[src/rtl/adcseq_pkg.sv]
package adcseq_pkg;
  typedef enum logic [1:0] {ST_OFF, ST_IDLE, ST_STAB, ST_CONV} seq_state_e;
  typedef enum logic [1:0] {MD_SINGLE, MD_BUFFER, MD_SCAN} run_mode_e;
  typedef struct packed {
    logic ie;
    logic bufm;
    logic scan;
    logic cont;
  } seq_cfg_t;
endpackage

[src/rtl/adcseq_stab_timer.sv]
module adcseq_stab_timer #(
  parameter int CYCLES = 14,
  localparam int CNT_W = (CYCLES > 1) ? $clog2(CYCLES) : 1
) (
  input  logic clk,
  input  logic rst,
  input  logic load,
  input  logic clear,
  output logic done
);
  logic [CNT_W-1:0] cnt_q;
  logic             run_q;

  assign done = run_q && (cnt_q == '0);

  always_ff @(posedge clk) begin
    if (rst) begin
      run_q <= 1'b0;
      cnt_q <= '0;
    end else if (clear) begin
      run_q <= 1'b0;
    end else if (load) begin
      run_q <= 1'b1;
      cnt_q <= CNT_W'(CYCLES - 1);
    end else if (done) begin
      run_q <= 1'b0;
    end else if (run_q) begin
      cnt_q <= cnt_q - 1'b1;
    end
  end

  AST_STAB_DONE_SINGLE: assert property (@(posedge clk) disable iff (rst)
    done && !load |=> !done);
endmodule

[src/rtl/adcseq_result_buf.sv]
module adcseq_result_buf #(
  parameter int DEPTH = 10,
  parameter int WIDTH = 10,
  localparam int IDX_W = (DEPTH > 1) ? $clog2(DEPTH) : 1
) (
  input  logic             clk,
  input  logic             rst,
  input  logic             we,
  input  logic [IDX_W-1:0] waddr,
  input  logic [WIDTH-1:0] wdata,
  input  logic             re,
  input  logic [IDX_W-1:0] raddr,
  output logic [WIDTH-1:0] rdata,
  output logic             overwrite
);
  logic [WIDTH-1:0] mem [DEPTH];
  logic [DEPTH-1:0] unread_q;

  assign overwrite = we && unread_q[waddr];

  always_ff @(posedge clk) begin
    if (we) mem[waddr] <= wdata;
    if (re) rdata <= mem[raddr];
  end

  always_ff @(posedge clk) begin
    if (rst) begin
      unread_q <= '0;
    end else begin
      if (re) unread_q[raddr] <= 1'b0;
      if (we) unread_q[waddr] <= 1'b1;
    end
  end

  AST_UNREAD_AFTER_WRITE: assert property (@(posedge clk) disable iff (rst)
    we |=> unread_q[$past(waddr)]);
endmodule

[src/rtl/adc_mode_sequencer.sv]
module adc_mode_sequencer
  import adcseq_pkg::*;
#(
  parameter int RES_W       = 10,
  parameter int CH_W        = 4,
  parameter int BUF_DEPTH   = 10,
  parameter int STAB_CYCLES = 14,
  localparam int ADDR_W     = $clog2(BUF_DEPTH + 1)
) (
  input  logic              clk,
  input  logic              rst,
  input  logic              ctl_we,
  input  logic [4:0]        ctl_wdata,
  input  logic              chan_we,
  input  logic [CH_W-1:0]   chan_wdata,
  input  logic              eoc_clr,
  input  logic              rd_en,
  input  logic [ADDR_W-1:0] rd_addr,
  output logic [RES_W-1:0]  rd_data,
  output logic              eoc,
  output logic              ovr,
  output logic              irq,
  output logic [CH_W-1:0]   cur_chan,
  output logic              adc_start,
  input  logic              adc_done,
  input  logic [RES_W-1:0]  adc_result
);
  localparam int IDX_W = (BUF_DEPTH > 1) ? $clog2(BUF_DEPTH) : 1;
  localparam logic [ADDR_W-1:0] DR_ADDR  = '1;
  localparam logic [IDX_W-1:0]  LAST_IDX = IDX_W'(BUF_DEPTH - 1);
  localparam logic [CH_W-1:0]   LAST_CH  = CH_W'(BUF_DEPTH - 1);

  seq_state_e       state_q;
  run_mode_e        mode_q;
  seq_cfg_t         cfg_q, cfg_n;
  logic [CH_W-1:0]  chan_q, cur_ch_q, end_ch_q;
  logic [IDX_W-1:0] idx_q;
  logic             stable_q, start_q, eoc_q, ovr_q;
  logic [RES_W-1:0] dr_q, rd_dr_q, buf_rdata;
  logic             rd_dr_sel_q;

  logic ctl_start, ctl_off, stab_load, stab_done, launch, abort;
  logic conv_done, seq_last, eoc_set, buf_we, buf_re, buf_ovwr;
  logic [IDX_W-1:0] buf_waddr;

  always_comb begin
    cfg_n     = ctl_we ? seq_cfg_t'(ctl_wdata[4:1]) : cfg_q;
    ctl_start = ctl_we && ctl_wdata[0];
    ctl_off   = ctl_we && !ctl_wdata[0];
    stab_load = (state_q == ST_IDLE) && ctl_start && !stable_q;
    launch    = !ctl_off && (((state_q == ST_IDLE) && ctl_start && stable_q) ||
                             ((state_q == ST_STAB) && stab_done));
    abort     = (state_q == ST_CONV) && chan_we && (mode_q != MD_SCAN) &&
                (chan_wdata != cur_ch_q) && !ctl_off;
    conv_done = (state_q == ST_CONV) && adc_done && !abort && !ctl_off;
    unique case (mode_q)
      MD_BUFFER: seq_last = (idx_q == LAST_IDX);
      MD_SCAN:   seq_last = (cur_ch_q == end_ch_q);
      default:   seq_last = 1'b1;
    endcase
    eoc_set   = conv_done && seq_last;
    buf_we    = conv_done && (mode_q != MD_SINGLE);
    buf_waddr = (mode_q == MD_SCAN) ? IDX_W'(cur_ch_q) : idx_q;
    buf_re    = rd_en && (rd_addr < ADDR_W'(BUF_DEPTH));
  end

  adcseq_stab_timer #(.CYCLES(STAB_CYCLES)) u_stab (
    .clk(clk), .rst(rst), .load(stab_load), .clear(ctl_off), .done(stab_done)
  );

  adcseq_result_buf #(.DEPTH(BUF_DEPTH), .WIDTH(RES_W)) u_buf (
    .clk(clk), .rst(rst), .we(buf_we), .waddr(buf_waddr), .wdata(adc_result),
    .re(buf_re), .raddr(IDX_W'(rd_addr)), .rdata(buf_rdata), .overwrite(buf_ovwr)
  );

  always_ff @(posedge clk) begin
    if (rst) begin
      state_q  <= ST_OFF;
      mode_q   <= MD_SINGLE;
      cfg_q    <= '0;
      chan_q   <= '0;
      cur_ch_q <= '0;
      end_ch_q <= '0;
      idx_q    <= '0;
      stable_q <= 1'b0;
      start_q  <= 1'b0;
      eoc_q    <= 1'b0;
      ovr_q    <= 1'b0;
      dr_q     <= '0;
    end else begin
      start_q <= 1'b0;
      cfg_q   <= cfg_n;
      if (eoc_set) eoc_q <= 1'b1;
      else if (eoc_clr) eoc_q <= 1'b0;
      if (ctl_start) ovr_q <= 1'b0;
      else if (buf_ovwr) ovr_q <= 1'b1;
      if (chan_we) begin
        chan_q <= chan_wdata;
        if (!((state_q == ST_CONV) && (mode_q == MD_SCAN))) cur_ch_q <= chan_wdata;
      end
      if (ctl_off) begin
        state_q  <= ST_OFF;
        stable_q <= 1'b0;
      end else if (state_q == ST_OFF && ctl_start) begin
        state_q <= ST_IDLE;
      end else if (stab_load) begin
        state_q <= ST_STAB;
      end else if (launch) begin
        state_q  <= ST_CONV;
        stable_q <= 1'b1;
        start_q  <= 1'b1;
        idx_q    <= '0;
        end_ch_q <= (chan_q > LAST_CH) ? LAST_CH : chan_q;
        if (cfg_n.scan) begin
          mode_q   <= MD_SCAN;
          cur_ch_q <= '0;
        end else begin
          mode_q   <= cfg_n.bufm ? MD_BUFFER : MD_SINGLE;
          cur_ch_q <= chan_q;
        end
      end else if (abort) begin
        start_q <= 1'b1;
      end else if (conv_done) begin
        if (mode_q == MD_SINGLE) dr_q <= adc_result;
        if (seq_last) begin
          idx_q <= '0;
          if (cfg_q.cont) begin
            start_q <= 1'b1;
            if (mode_q == MD_SCAN) cur_ch_q <= '0;
          end else begin
            state_q <= ST_IDLE;
          end
        end else begin
          start_q <= 1'b1;
          if (mode_q == MD_SCAN) cur_ch_q <= cur_ch_q + 1'b1;
          else idx_q <= idx_q + 1'b1;
        end
      end
    end
  end

  always_ff @(posedge clk) begin
    if (rst) begin
      rd_dr_sel_q <= 1'b0;
      rd_dr_q     <= '0;
    end else if (rd_en) begin
      rd_dr_sel_q <= (rd_addr == DR_ADDR);
      if (rd_addr == DR_ADDR) rd_dr_q <= dr_q;
    end
  end

  assign rd_data   = rd_dr_sel_q ? rd_dr_q : buf_rdata;
  assign eoc       = eoc_q;
  assign ovr       = ovr_q;
  assign irq       = eoc_q && cfg_q.ie;
  assign cur_chan  = cur_ch_q;
  assign adc_start = start_q;

  AST_STAB_ONLY_IN_WINDOW: assert property (@(posedge clk) disable iff (rst)
    stab_done |-> state_q == ST_STAB);
  AST_EOC_NEEDS_DONE: assert property (@(posedge clk) disable iff (rst)
    $rose(eoc_q) |-> $past(adc_done));
  AST_SCAN_WITHIN_END: assert property (@(posedge clk) disable iff (rst)
    (state_q == ST_CONV) && (mode_q == MD_SCAN) |-> cur_ch_q <= end_ch_q);
  AST_OVR_ON_OVERWRITE: assert property (@(posedge clk) disable iff (rst)
    buf_ovwr && !ctl_start |=> ovr_q);
  AST_OFF_NO_START: assert property (@(posedge clk) disable iff (rst)
    ctl_off |=> !adc_start);
endmodule

[config.mk]
export PLATFORM = sky130hd
export DESIGN_NAME = adc_mode_sequencer
export DESIGN_NICKNAME = d
export VERILOG_FILES = /design/src/rtl/adcseq_pkg.sv /design/src/rtl/adcseq_stab_timer.sv /design/src/rtl/adcseq_result_buf.sv /design/src/rtl/adc_mode_sequencer.sv
export SDC_FILE = /design/constraint.sdc
export NUM_CORES = 1
export LEC_CHECK = 0
export ABC_CLOCK_PERIOD_IN_PS = 2300
export CORE_ASPECT_RATIO = 0.7
export CORE_MARGIN = 2
export CORE_UTILIZATION = 30
export DETAILED_ROUTE_END_ITERATION = 7
export GPL_ROUTABILITY_DRIVEN = 0
export PLACE_DENSITY = 0.49
export SYNTH_ARGS = -nofsm -noshare
export SYNTH_HDL_FRONTEND = slang
export SYNTH_SLANG_ARGS = --single-unit
[constraint.sdc]
create_clock -name clk -period 2.3 [get_ports clk]
set_input_delay 0.345 -clock clk [delete_from_list [all_inputs] [get_ports clk]]
set_output_delay 0.345 -clock clk [all_outputs]
set_load 0.1 [all_outputs]
## Word level (Yosys, flattened, before mapping)

Memory sizes are Yosys's and may differ from the RTL's. A register that Yosys moved wholly into a read port is not among the register bits.
Index checks and enable logic that the tools add are counted.

| word-level totals | value |
|---|---|
| register bits after elaboration | 64 |
| bits in latches | 0 |
| RAM bits | 100 |
| ROM bits | 0 |
| input bits | 30 |
| output and inout port bits | 18 |
| memories kept | 1 |

Memory list:

| memory | depth | width | read ports | clocked after Yosys merged registers in | wr ports | line | RTL |
|---|---|---|---|---|---|---|---|
| u_buf.mem | 10 | 10 | 1 | 1 | 1 | adcseq_result_buf.sv:16 | `logic [WIDTH-1:0] mem [DEPTH];` |

| cells by class | value |
|---|---|
| $add $sub $neg | 3 |
| $mul | 0 |
| div/mod/pow operators | 0 |
| $lt $le $gt $ge | 6 |
| eq/ne operators | 17 |
| shift-type cells | 0 |
| muxes and demuxes | 55 |
| bitwise operators | 8 |
| reduce and logical (&&, ||, !) cells | 53 |

Operators by type and width:

| kind | number |
|---|---|
| 4-bit 2-to-1 mux | 23 |
| 10-bit 2-to-1 mux | 4 |
| 1-bit logical AND | 24 |
| 1-bit 2-to-1 mux | 16 |
| 2-bit 2-to-1 mux | 7 |
| 4-bit AND reduction | 3 |
| 10-bit AND | 1 |
| 4-bit by 5-bit < comparator with 1-bit output, second input constant | 2 |
| 10-bit inverter | 1 |
| 10-bit OR | 1 |
| 2-bit nonzero test | 5 |
| 4-bit by 1-bit adder with 4-bit output, second input constant | 2 |
| 1-bit demux with 4-bit select | 2 |
| 4-bit == test, second input constant | 2 |
| 4-bit by 1-bit greater-or-equal comparator with 1-bit output, second input constant | 2 |
| 4-bit nonzero test | 2 |
| 7-bit AND reduction | 1 |
| 2-bit == test, second input constant | 3 |
| 2-bit != test, second input constant | 3 |
| 3-bit != test, second input constant | 2 |
| 3-bit AND reduction | 2 |
| 6-bit AND reduction | 1 |
| 3-bit nonzero test | 2 |
| 1-bit inverter | 5 |
| other kinds (20) | 26 |

## Depth between registers and ports, before layout

| logic depth | value |
|---|---|
| word-level depth | 14 |
| depth in mapped cells | 9 |
| depth with buffers taken out | 7 |

## Hierarchy

Synthesis repeated with hierarchy kept, for this count alone.

| unflattened totals | value |
|---|---|
| cell total of the unflattened synthesis | 603 |
| area, all modules | 7721.2 um2 |

Modules (own cells, without submodules):

| module | instances | cells an instance | area an instance (um2) |
|---|---|---|---|
| adcseq_result_buf | 1 | 283 | 4812.1 |
| adc_mode_sequencer | 1 | 282 | 2601.2 |
| adcseq_stab_timer | 1 | 38 | 307.8 |

## Worst setup path before layout

OpenSTA, ideal clock, no wires.

| timing path | value |
|---|---|
| path kind | reg-to-reg |
| from | register cur_ch_q[0] (netlist: cur_chan[0]) |
| to | memory u_buf.mem[9][0], enable pin |
| library setup time | 0.376 ns |
| data arrival time | 2.528 ns |
| required time | 1.924 ns |
| setup slack | -0.604 ns |
| cell stages (with the launch flop) | 6 |
| buffers on the path | 1 |
| clock period less this slack | 2.904 ns |
| cells stage by stage | dfxtp_1 -> buf_6 -> xnor2_4 -> a41oi_4 -> or4_4 -> nor2_1 |

| between the ends | value |
|---|---|
| word-level cells in the longest chain between the ends | 9 |

RTL lines:

| item | line | RTL |
|---|---|---|
| start: declaration | adc_mode_sequencer.sv:36 | `logic [CH_W-1:0] chan_q, cur_ch_q, end_ch_q;` |
| start signal: assignment | adc_mode_sequencer.sv:99 | `if (!((state_q == ST_CONV) && (mode_q == MD_SCAN))) cur_ch_q <= chan_wdata;` |
| start signal: assignment | adc_mode_sequencer.sv:119 | `cur_ch_q <= chan_q;` |
| start signal: assignment | adc_mode_sequencer.sv:135 | `if (mode_q == MD_SCAN) cur_ch_q <= cur_ch_q + 1'b1;` |
| 4-bit != test | adc_mode_sequencer.sv:54 | `(chan_wdata != cur_ch_q) && !ctl_off;` |
| 1-bit logical AND | adc_mode_sequencer.sv:53 | `abort = (state_q == ST_CONV) && chan_we && (mode_q != MD_SCAN) &&` |
| 1-bit logical AND | adc_mode_sequencer.sv:54 |  |
| 1-bit zero test | adc_mode_sequencer.sv:55 | `conv_done = (state_q == ST_CONV) && adc_done && !abort && !ctl_off;` |
| 1-bit logical AND (2 in series) | adc_mode_sequencer.sv:55 |  |
| 1-bit logical AND | adc_mode_sequencer.sv:62 | `buf_we = conv_done && (mode_q != MD_SINGLE);` |
| 1-bit 2-to-1 mux | adcseq_result_buf.sv:22 | `if (we) mem[waddr] <= wdata;` |
| 1-bit 2-to-1 mux (not written as such) | adcseq_result_buf.sv:22 |  |
| end: declaration | adcseq_result_buf.sv:16 |  |

Parallel ways exist; a longest one is shown, timed or not.

## Worst setup path in the final report

| timing path | value |
|---|---|
| from | register mode_q[0] |
| to | memory u_buf.mem[9][4], enable pin |

| between the ends | value |
|---|---|
| word-level cells in the longest chain between the ends | 10 |

RTL lines:

| item | line | RTL |
|---|---|---|
| start: declaration | adc_mode_sequencer.sv:34 | `run_mode_e mode_q;` |
| start signal: assignment | adc_mode_sequencer.sv:118 | `mode_q <= cfg_n.bufm ? MD_BUFFER : MD_SINGLE;` |
| 2-bit != test | adc_mode_sequencer.sv:53 |  |
| 1-bit logical AND (2 in series) | adc_mode_sequencer.sv:53 |  |
| 1-bit logical AND | adc_mode_sequencer.sv:54 |  |
| 1-bit zero test | adc_mode_sequencer.sv:55 |  |
| 1-bit logical AND (2 in series) | adc_mode_sequencer.sv:55 |  |
| 1-bit logical AND | adc_mode_sequencer.sv:62 |  |
| 1-bit 2-to-1 mux | adcseq_result_buf.sv:22 |  |
| 1-bit 2-to-1 mux (not written as such) | adcseq_result_buf.sv:22 |  |

Parallel ways exist; a longest one is shown, timed or not.

==> flow_summary.yaml <==
status:
  status: "finished clean"
route:
  vias: 5036
  first_pass_iters: 4
  drtAntennaViolNets: 0
  drt_iter0_markers: 497
  wl_per_cell_microns: 18.53
  drc_errors: 0
  wl_mm: 18.72
  viasPerCell: 4.986
global_routing:
  grt_pass1_wl_mm: 29.29
  track_usage: 0.1456
  grt_pass1_vias: 4967
  grt_max_degree: 33
  antenna_found_initial: 0
  grt_remaining_overflow: 0
setup_path:
  worstSetupPathType: "flop to flop"
  crit_fanout: 10
  arrival_ns: 2.30
  path_cells: "inv_1 > ha_4 > nand2b_1 > a41oi_4 > or4_4 > buf_4 > nor2_2 > buf_12"
  cp.depth: 8
  crit_slowest_cell: "or4_4"
  worstSetupStartpointType: "flop"
  crit_buf_inv: 3
  critPathTopFamily: "simple AND/OR/NAND/NOR gates"
  critPathMaxStageDelay_ns: 0.56
  r2r.worst_path.cells: 8
  required_ns: 2.43
  end_kind: "flop"
clock_network:
  clockRootBuffer: "clkbuf_16"
  cts_buffer_depth: 2
  cts_resized: 1
  path_clk_slew_ns: 0.07
  h-tree-depth: 4
  cts_tree: "done"
  worst_skew_pair.late_latency_ns: 0.42
  hold_buffers: 0
  cts_made_buffers: 17
  post_cts_buffers: 0
  cts.sinks: 174
floorplanning:
  start_util: 0.3084
  dieWidth_microns: 195.1
  io_pins: 48
  core_area_sq_um: 24860
  die_area_sq_um: 26870
  std_cell_rows: 48
  die_y_microns: 137.8
synthesis:
  synth_most_common_cell: "edfxtp_1"
  yosysSeqAreaShare: 0.5979
  synth_cells: 587
  synth_common_cells: "110 x edfxtp_1, 64 x dfxtp_1, 41 x mux2i_1, 41 x nor2_1, 39 x nand2_1"
  yosysTopAreaCell: "edfxtp_1"
  ys_warn_count: 0
  yosysTopAreaCellShare: 0.4308
  async_flop_share: 0
  ys_top_cells_by_area: "edfxtp_1 43%, dfxtp_1 17%, mux4_2 5.9%"
  synth-main-ff-cell: "edfxtp_1"
  synth_nets: 626
  ys_ff_latch: 174
  avgSynthCellArea_sq_um: 13.06
  synth_cell_types: 65
  synth_edf_count: 110
  syn-cell-area_sq_um: 7667
timing:
  fin_crit_sh: 0.9411
  final_hold_viol_count: 0
  finalWorstSetupSlack_ns: 0.1355
  timing.fmax_ghz: 0.4620
  rsz0062_at_grt: "false"
  finClkSkew_ns: 0.01145
  slew_headroom: 0.5677
  min_period_ns: 2.164
  worst_pin_slew_ns: 0.6416
  setup_violations: 0
  maxSlewViolCount: 0
  fin_tns_setup_ns: 0
  hold-worst-slack_ns: 0.2625
power:
  leakage_nw: 3.299
  cellPowerDensity_nw_per_um2: 709.3
  peakVddDrop_mv: 0.4426
cells_and_area:
  regArea_sq_um: 4599
  fin_area_sq_um: 9667
  multi_input_area_sq_um: 2869
  fin_nets: 711
  fin_util: 0.3888
  num_antenna_cells: 0
  n_fill_cell: 2313
  drive_above_1_share: 0.2394
  syn2layout_area_growth_pct: 26.08
min_path:
  min_path_cells: 2
  min_path_type: "input port to flop"
placed_design:
  dp_hpwl_mm: 13.42
  dp_slack_ns: -0.2697
  postPlaceCellArea_sq_um: 9046
  port_buffers: 47
flow_run:
  drv_cap: 0
## flip-flops by register name, indices dropped and copies added, names as in the netlist, 2 cells and up
name and count:
u_buf.rdata 10, rd_dr_q 10, end_ch_q 4, chan_q 4
idx_q 4, u_buf.mem 100, cur_chan 4, dr_q 10
u_stab.cnt_q 4, cfg_q 4, state_q 2, mode_q 2
u_buf.unread_q 10
## stage by stage
| stage | cells | total power [mW] |
|---|---|---|
| 2_1_floorplan | 587 | 3.773 |
| 3_5_place_dp | 978 | 4.029 |
| 4_1_cts | 1010 | 6.923 |
| 3_3_place_gp | 978 | 4.023 |
| 5_1_grt | 1010 | 7.091 |
| 6_report | 1010 | 6.856 |
## kinds of logic after synthesis
logic type / count (synthesis) / synth area share
XOR/XNOR: 12 / 0.02056
multiplexers: 73 / 0.1299
AO/OA/AOI/OAI: 106 / 0.09563
flip-flops: 174 / 0.5979
AND/OR/NAND/NOR: 161 / 0.1095
buffers and inverters: 52 / 0.03182
adder cells (fa/ha/maj): 9 / 0.01469
## final timing paths
kind,from,to,slack [ns]
setup / recovery,mode_q[0],u_buf.mem[9][4],0.14
hold / removal,rst,cfg_q[3],0.26
hold reg to reg,rd_dr_q[8],rd_dr_q[8],0.45
setup reg to reg,mode_q[0],u_buf.mem[9][4],0.14
## cells in the final DEF, fill, tap and decap left out, types with 3 or more instances in the layout
cell type and n:
inv_6 3, nor2_2 3, and2_1 4, nor2b_1 16, nand2_1 39, and3_1 6, nand2b_1 10, ha_1 8
inv_1 15, nand4_1 4, mux4_2 20, nor2_1 38, a211oi_1 13, o21ai_0 16, buf_12 24, clkbuf_16 18
nor3_2 3, a21boi_0 3, o211ai_1 5, mux2_2 12, mux2i_1 41, nand3b_1 4, clkdlybuf4s50_1 27, edfxtp_1 110
o21a_1 4, dfxtp_4 4, o22ai_1 3, nand3_1 14, buf_4 49, a21oi_1 36, o31ai_1 3, xnor2_1 7
dfxtp_1 60, o32ai_1 3
## final cells by class
| class | count | area share |
|---|---|---|
| repair buffers | 102 | 0.1167 |
| clock buffers | 19 | 0.04698 |
| clock inverters | 13 | 0.01540 |
| well taps | 325 | 0.04207 |
| inverters | 16 | 0.006213 |
| multi-input cells | 361 | 0.2968 |
| flip-flops and latches | 174 | 0.4758 |
## report_power, final
| group | switching, mW | total (mW) | internal (mW) | leakage [nW] |
|---|---|---|---|---|
| Clock | 1.29 | 2.90 | 1.60 | 0.294 |
| Combinational | 0.350 | 0.588 | 0.237 | 1.49 |
| Sequential | 0.0308 | 3.37 | 3.34 | 1.51 |
## worst register-to-register path: stages (launching register included)
cell,delay (ns)
dfxtp_1,0.32
inv_1,0.11
ha_4,0.21
nand2b_1,0.18
a41oi_4,0.05
or4_4,0.57
buf_4,0.17
nor2_2,0.13
buf_12,0.15
## metal layers
layer | track usage | share of wire | up-vias
li1 | - | - | 2374
met1 | 0.2245 | 0.52 | 2501
met2 | 0.2002 | 0.41 | 144
met3 | 0.03084 | 0.061 | 17
met4 | 0.04538 | 0.0092 | 0
met5 | 0 | 0 | -
No activity file was read; power rests on OpenSTA's default activity.
